`src/rtl/frame_sync_pkg.sv`:
```
package frame_sync_pkg;

    typedef enum logic {
        MODE_SEARCH = 1'b0,
        MODE_TRACK  = 1'b1
    } sync_mode_e;

endpackage

```
`src/rtl/marker_correlator.sv`:
```
module marker_correlator #(
    parameter int          MARK_LEN = 8,
    parameter logic [15:0] MARK_VAL = 16'h00E2,
    parameter int          THRESH   = 8
) (
    input  logic clk,
    input  logic rst_n,
    input  logic in_valid,
    input  logic in_bit,
    output logic hit
);
    localparam int AGR_W = $clog2(MARK_LEN + 1);

    logic [MARK_LEN-1:0] window;
    logic [AGR_W-1:0]    agree;

    generate
        if (MARK_LEN == 1) begin : g_single
            assign window = in_bit;
        end else begin : g_multi
            typedef struct packed {
                logic [MARK_LEN-2:0] hist;
            } corr_state_t;

            corr_state_t st_d, st_q;

            assign window = {st_q.hist, in_bit};

            always_comb begin
                st_d = st_q;
                if (in_valid) begin
                    st_d.hist = window[MARK_LEN-2:0];
                end
            end

            always_ff @(posedge clk or negedge rst_n) begin
                if (!rst_n) begin
                    st_q <= '0;
                end else begin
                    st_q <= st_d;
                end
            end
        end
    endgenerate

    always_comb begin
        agree = '0;
        for (int i = 0; i < MARK_LEN; i++) begin
            agree = agree + AGR_W'(window[i] == MARK_VAL[i]);
        end
    end

    assign hit = (agree >= AGR_W'(THRESH));


    exact_marker_hit_chk: assert property (@(posedge clk) disable iff (!rst_n)
        (in_valid && window == MARK_VAL[MARK_LEN-1:0]) |-> hit);

endmodule

```
`src/rtl/frame_pos_counter.sv`:
```
module frame_pos_counter #(
    parameter int WORDS    = 16,
    parameter int MARK_LEN = 8
) (
    input  logic                              clk,
    input  logic                              rst_n,
    input  logic                              in_valid,
    input  logic                              slip,
    output logic [$clog2(WORDS)+3-1:0]        pos,
    output logic                              at_check
);
    localparam int PERIOD    = 8 * WORDS;
    localparam int POS_W     = $clog2(WORDS) + 3;
    localparam int LAST_POS  = PERIOD - 1;
    localparam int START_POS = PERIOD - MARK_LEN;

    typedef struct packed {
        logic [POS_W-1:0] pos;
    } cnt_state_t;

    cnt_state_t st_d, st_q;

    assign pos      = st_q.pos;
    assign at_check = (st_q.pos == POS_W'(LAST_POS));

    always_comb begin
        st_d = st_q;
        if (in_valid && !slip) begin
            if (at_check) begin
                st_d.pos = '0;
            end else begin
                st_d.pos = st_q.pos + POS_W'(1);
            end
        end
    end

    always_ff @(posedge clk or negedge rst_n) begin
        if (!rst_n) begin
            st_q.pos <= POS_W'(START_POS);
        end else begin
            st_q <= st_d;
        end
    end


    pos_range_chk: assert property (@(posedge clk) disable iff (!rst_n)
        st_q.pos <= POS_W'(LAST_POS));


    idle_pos_hold_chk: assert property (@(posedge clk) disable iff (!rst_n)
        !in_valid |=> $stable(st_q.pos));


    slip_hold_chk: assert property (@(posedge clk) disable iff (!rst_n)
        (in_valid && slip) |=> (st_q.pos == POS_W'(LAST_POS)));

endmodule

```
`src/rtl/lock_tracker.sv`:
```
module lock_tracker
    import frame_sync_pkg::*;
#(
    parameter int CONFIRM  = 4,
    parameter int MISS_MAX = 3
) (
    input  logic clk,
    input  logic rst_n,
    input  logic in_valid,
    input  logic at_check,
    input  logic hit,
    output logic slip,
    output logic locked
);
    localparam int HIT_W  = $clog2(CONFIRM + 1);
    localparam int MISS_W = $clog2(MISS_MAX + 1);

    typedef struct packed {
        sync_mode_e         mode;
        logic [HIT_W-1:0]   hits;
        logic [MISS_W-1:0]  misses;
    } trk_state_t;

    trk_state_t st_d, st_q;

    assign locked = (st_q.mode == MODE_TRACK);

    always_comb begin
        st_d = st_q;
        slip = 1'b0;
        if (in_valid && at_check) begin
            case (st_q.mode)
                MODE_SEARCH: begin
                    if (hit) begin
                        if (st_q.hits == HIT_W'(CONFIRM - 1)) begin
                            st_d.mode   = MODE_TRACK;
                            st_d.hits   = '0;
                            st_d.misses = '0;
                        end else begin
                            st_d.hits = st_q.hits + HIT_W'(1);
                        end
                    end else begin
                        st_d.hits = '0;
                        slip      = 1'b1;
                    end
                end
                MODE_TRACK: begin
                    if (hit) begin
                        st_d.misses = '0;
                    end else if (st_q.misses == MISS_W'(MISS_MAX - 1)) begin
                        st_d.mode   = MODE_SEARCH;
                        st_d.hits   = '0;
                        st_d.misses = '0;
                        slip        = 1'b1;
                    end else begin
                        st_d.misses = st_q.misses + MISS_W'(1);
                    end
                end
                default: st_d = st_q;
            endcase
        end
    end

    always_ff @(posedge clk or negedge rst_n) begin
        if (!rst_n) begin
            st_q.mode   <= MODE_SEARCH;
            st_q.hits   <= '0;
            st_q.misses <= '0;
        end else begin
            st_q <= st_d;
        end
    end


    hit_count_bound_chk: assert property (@(posedge clk) disable iff (!rst_n)
        st_q.hits < HIT_W'(CONFIRM));


    miss_count_bound_chk: assert property (@(posedge clk) disable iff (!rst_n)
        st_q.misses < MISS_W'(MISS_MAX));


    lock_entry_chk: assert property (@(posedge clk) disable iff (!rst_n)
        $rose(locked) |-> ($past(st_q.hits) == HIT_W'(CONFIRM - 1) && $past(hit)));


    lock_exit_chk: assert property (@(posedge clk) disable iff (!rst_n)
        $fell(locked) |-> ($past(st_q.misses) == MISS_W'(MISS_MAX - 1) && !$past(hit)));

endmodule

```
`src/rtl/frame_marker_sync.sv`:
```
module frame_marker_sync #(
    parameter int          MARK_LEN = 8,
    parameter logic [15:0] MARK_VAL = 16'h00E2,
    parameter int          THRESH   = 8,
    parameter int          WORDS    = 16,
    parameter int          CONFIRM  = 4,
    parameter int          MISS_MAX = 3
) (
    input  logic                      clk,
    input  logic                      rst_n,
    input  logic                      in_valid,
    input  logic                      in_bit,
    output logic                      locked,
    output logic                      frame_start,
    output logic [$clog2(WORDS)-1:0]  word_index,
    output logic [2:0]                bit_index
);
    localparam int WORD_W = $clog2(WORDS);
    localparam int POS_W  = WORD_W + 3;

    typedef struct packed {
        logic              start;
        logic [WORD_W-1:0] word;
        logic [2:0]        bitn;
    } out_state_t;

    out_state_t       st_d, st_q;
    logic             hit;
    logic             slip;
    logic             at_check;
    logic [POS_W-1:0] pos;

    marker_correlator #(
        .MARK_LEN (MARK_LEN),
        .MARK_VAL (MARK_VAL),
        .THRESH   (THRESH)
    ) u_corr (
        .clk      (clk),
        .rst_n    (rst_n),
        .in_valid (in_valid),
        .in_bit   (in_bit),
        .hit      (hit)
    );

    frame_pos_counter #(
        .WORDS    (WORDS),
        .MARK_LEN (MARK_LEN)
    ) u_pos (
        .clk      (clk),
        .rst_n    (rst_n),
        .in_valid (in_valid),
        .slip     (slip),
        .pos      (pos),
        .at_check (at_check)
    );

    lock_tracker #(
        .CONFIRM  (CONFIRM),
        .MISS_MAX (MISS_MAX)
    ) u_trk (
        .clk      (clk),
        .rst_n    (rst_n),
        .in_valid (in_valid),
        .at_check (at_check),
        .hit      (hit),
        .slip     (slip),
        .locked   (locked)
    );

    always_comb begin
        st_d       = st_q;
        st_d.start = 1'b0;
        if (in_valid) begin
            st_d.start = locked && (pos == '0);
            st_d.word  = pos[POS_W-1:3];
            st_d.bitn  = pos[2:0];
        end
    end

    always_ff @(posedge clk or negedge rst_n) begin
        if (!rst_n) begin
            st_q <= '0;
        end else begin
            st_q <= st_d;
        end
    end

    assign frame_start = st_q.start;
    assign word_index  = st_q.word;
    assign bit_index   = st_q.bitn;


    start_needs_lock_chk: assert property (@(posedge clk) disable iff (!rst_n)
        frame_start |-> locked);


    start_at_origin_chk: assert property (@(posedge clk) disable iff (!rst_n)
        frame_start |-> (word_index == '0 && bit_index == '0));


    start_single_cycle_chk: assert property (@(posedge clk) disable iff (!rst_n)
        frame_start |=> !frame_start);


    idle_no_start_chk: assert property (@(posedge clk) disable iff (!rst_n)
        !in_valid |=> !frame_start);

endmodule

```
`config.mk`:
```
export PLATFORM = sky130hd
export DESIGN_NAME = frame_marker_sync
export DESIGN_NICKNAME = d
export VERILOG_FILES = /design/src/rtl/frame_sync_pkg.sv /design/src/rtl/marker_correlator.sv /design/src/rtl/frame_pos_counter.sv /design/src/rtl/lock_tracker.sv /design/src/rtl/frame_marker_sync.sv
export SDC_FILE = /design/constraint.sdc
export NUM_CORES = 1
export LEC_CHECK = 0
export CORE_ASPECT_RATIO = 0.8
export CORE_UTILIZATION = 40
export CTS_BUF_LIST = sky130_fd_sc_hd__clkbuf_4 sky130_fd_sc_hd__clkbuf_8
export CTS_CLUSTER_DIAMETER = 50
export CTS_CLUSTER_SIZE = 14
export DETAILED_ROUTE_END_ITERATION = 16
export DONT_BUFFER_PORTS = 1
export SETUP_SLACK_MARGIN = 0.5
export SLEW_MARGIN = 15
export SYNTH_ARGS = -nofsm -noshare
export SYNTH_HDL_FRONTEND = slang
export SYNTH_SLANG_ARGS = --single-unit
```
`constraint.sdc`:
```
create_clock -name clk -period 2.9 [get_ports clk]
set_input_delay 0 -clock clk [delete_from_list [all_inputs] [get_ports clk]]
set_output_delay 0 -clock clk [all_outputs]
set_load 0.01 [all_outputs]
```
==> metrics.yaml <==
cts_buffer_depth: 2
crit_slowest_cell: "fa_1"
port_buffers: 0
crit_type: "flip-flop to flip-flop"
clock_latency_ns: 0.28
setup_viol: 2
drc: 0
min_path_type: "primary input to flip-flop"
synth_top_area_cell: "dfrtp_1"
die_x_um: 69.0
viasPerCell: 5.40
fin_ws_ns: -0.0510
vdd_ir_drop_max_v: 0.000453
post-route-min-period_ns: 2.95
slowest_delay_ns: 0.50
synth_most_common_cell: "dfrtp_1"
path_buf_inv: 1
cp_data_arrival_time_ns: 3.12
rsz0062_at_grt: "true"
clock-sinks: 28
worst_pin_slew_ns: 0.820
synth_cells: 126
syn_area_mm2: 0.00144
violations: "setup timing"
utilization_pct: 48.3
clock.fmax_mhz: 339
cts_tree: "built"
whs_ns: 0.0163
htree_levels: 1
synth_cell_types: 37
dp_hpwl_um: 1910
gp_congestion: 0.797
core_mm2: 0.00342
numCtsBuffers: 3
syn_area_per_cell_um2: 11.4
routed_wl_um: 2660
syn_nets: 139
antenna_found_initial: 0
drt_iter0_drc: 20
timing.final.crit_share_pct: 102
hold_violations: 0
crit_required_ns: 3.07
io_pins: 13
rows: 19
slew_viol_final: 0
die_h_um: 55.6
yosysWarnings: 0
ys_seq_area_share_pct: 49.2
maxSlewHeadroom_pct: 45.1
cts-root-buf: "clkbuf_8"
antenna_cells: 0
total_leakage_power_nw: 0.702
drv_cap: 0
overflow: 0
status: "complete, but fails checks"
fillerInstances: 309
syn_to_final_growth_pct: 15.2
cp-start-kind: "flip-flop"
synth_top_area_share_pct: 41.8
drive_gt1_share_pct: 28.1
crit_chain: "ha_4 -> fa_1 -> inv_2 -> fa_1 -> fa_2 -> and2b_2 -> o21ai_4 -> a31oi_4 -> mux2_4"
setup.worst_path.end_class: "flip-flop"
cp_max_fo: 5
setup_tns_ns: -0.0646
power_density_mw_per_mm2: 679
grt_max_degree: 29
routedWlPerCell_um: 15.0
synthArstFlopShare_pct: 100
nNetsFinal: 149
vias: 955
skew_ns: 0.0108
ys_ff_latch: 28
synth_area_leaders: "dfrtp_1 (42%), mux2_2 (7.8%), dfstp_2 (7.3%)"
synth_edf_count: 0
grt_usage_pct: 16.1
start_util_pct: 41.9
clk_pin_slew_ns: 0.10
cp_top_family: "adder cells"
grt_pass1_vias: 989
ant_nets: 0
grt_pass1_wl_um: 4550
synth_flop_cell: "dfrtp_1"
crit_path_frequent_cell: "fa_1"
dieArea_mm2: 0.00383
ys_top_cells_by_count: "dfrtp_1 (24), inv_1 (12), nand2_1 (12)"
drt_first_pass_iters: 4
power breakdown:
| group | internal (mW) | switching, mW |
|---|---|---|
| Clock | 0.122 | 0.120 |
| Combinational | 0.138 | 0.138 |
| Sequential | 0.494 | 0.110 |
| Total | 0.754 | 0.368 |
kinds of logic after synthesis:
family | after synthesis | share of synthesized area [%]
simple gates | 37 | 14.9
mux | 11 | 8.89
buf+inv | 16 | 4.71
fa+ha+maj | 9 | 9.42
compound gates | 25 | 12.9
flops | 28 | 49.2
stage by stage:
stage          power [mW]  setup WS (ns)  cell area, um^2  instances
3_3_place_gp        0.842        -0.0342             1500        167
2_1_floorplan       0.795         0.0146             1450        126
3_5_place_dp        0.862        -0.0814             1500        167
6_report             1.12        -0.0510             1650        177
5_1_grt              1.20         -0.135             1650        177
4_1_cts              1.13        -0.0526             1620        177
final cells by class:
type | instances | area, um^2 | area share, %
sequential | 28 | 706 | 42.7
multi-input combinational | 82 | 703 | 42.5
timing repair buffer | 9 | 91.3 | 5.53
clock buffer | 4 | 55.1 | 3.33
tap | 42 | 52.6 | 3.18
inverter | 12 | 45.0 | 2.73
state kept, by name, indices dropped and copies added (netlist names):
name,cells
bit_index,3
frame_start,1
u_corr.g_multi.st_q,7
u_pos.pos,7
u_trk.locked,1
u_trk.st_q,5
word_index,4
cell usage in the layout, fill, tap and decap left out, types with 2 or more instances in the layout:
cell           count
a21oi_1            3
a21oi_2            2
buf_4              4
clkbuf_8           4
dfrtp_1           24
dfstp_2            4
dlygate4sd3_1      3
fa_1               2
ha_1               5
inv_1             11
mux2_2             9
mux2_4             2
nand2_1           12
nand3_1            7
nand4_1            2
nor2_1             3
o211ai_1           4
o21ai_0            6
worst reg2reg max path, stage by stage, from the launching register on:
cell and delay, ns:
dfrtp_1 0.42, ha_4 0.22, fa_1 0.50, inv_2 0.04, fa_1 0.46, fa_2 0.33, and2b_2 0.26, o21ai_4 0.09
a31oi_4 0.21, mux2_4 0.31
path summary, 6_finish.rpt:
| check | to | slack (ns) | cells after the start | from |
|---|---|---|---|---|
| worst max-delay path | u_pos.pos[1] | -0.05 | 9 | u_corr.g_multi.st_q[0] |
| worst min-delay path | u_pos.pos[0] | 0.02 | 3 | in_valid |
| worst max register to register | u_pos.pos[1] | -0.05 | 9 | u_corr.g_multi.st_q[0] |
| worst min register to register | u_corr.g_multi.st_q[4] | 0.49 | 2 | u_corr.g_multi.st_q[3] |
| max in group asynchronous | u_pos.pos[6] | 2.51 | 2 | rst_n |
| min in group asynchronous | u_corr.g_multi.st_q[6] | 0.15 | 2 | rst_n |
metal layers:
layer  share of wire (%)  global-route usage, %  routed length [um]  up-vias
met4                0.64                   3.50                  17        0
li1                    -                      -                   -      462
met1                  48                   21.2                1280      474
met3                 4.3                   5.53                 115        2
met5                   0                      0                   0        -
met2                  47                   25.2                1250       17
timing repair:
| action | CTS | global route |
|---|---|---|
| endpoints found under the hold margin | 46 | 0 |
| buffers inserted | 2 | 0 |
| pin swaps | 8 | 8 |
| setup endpoints to repair | 13 | 13 |
| resized for setup | 1 | 5 |
| gates cloned | 0 | 0 |
| hold buffers | 4 | 0 |
(Power assumes the default switching activity.)
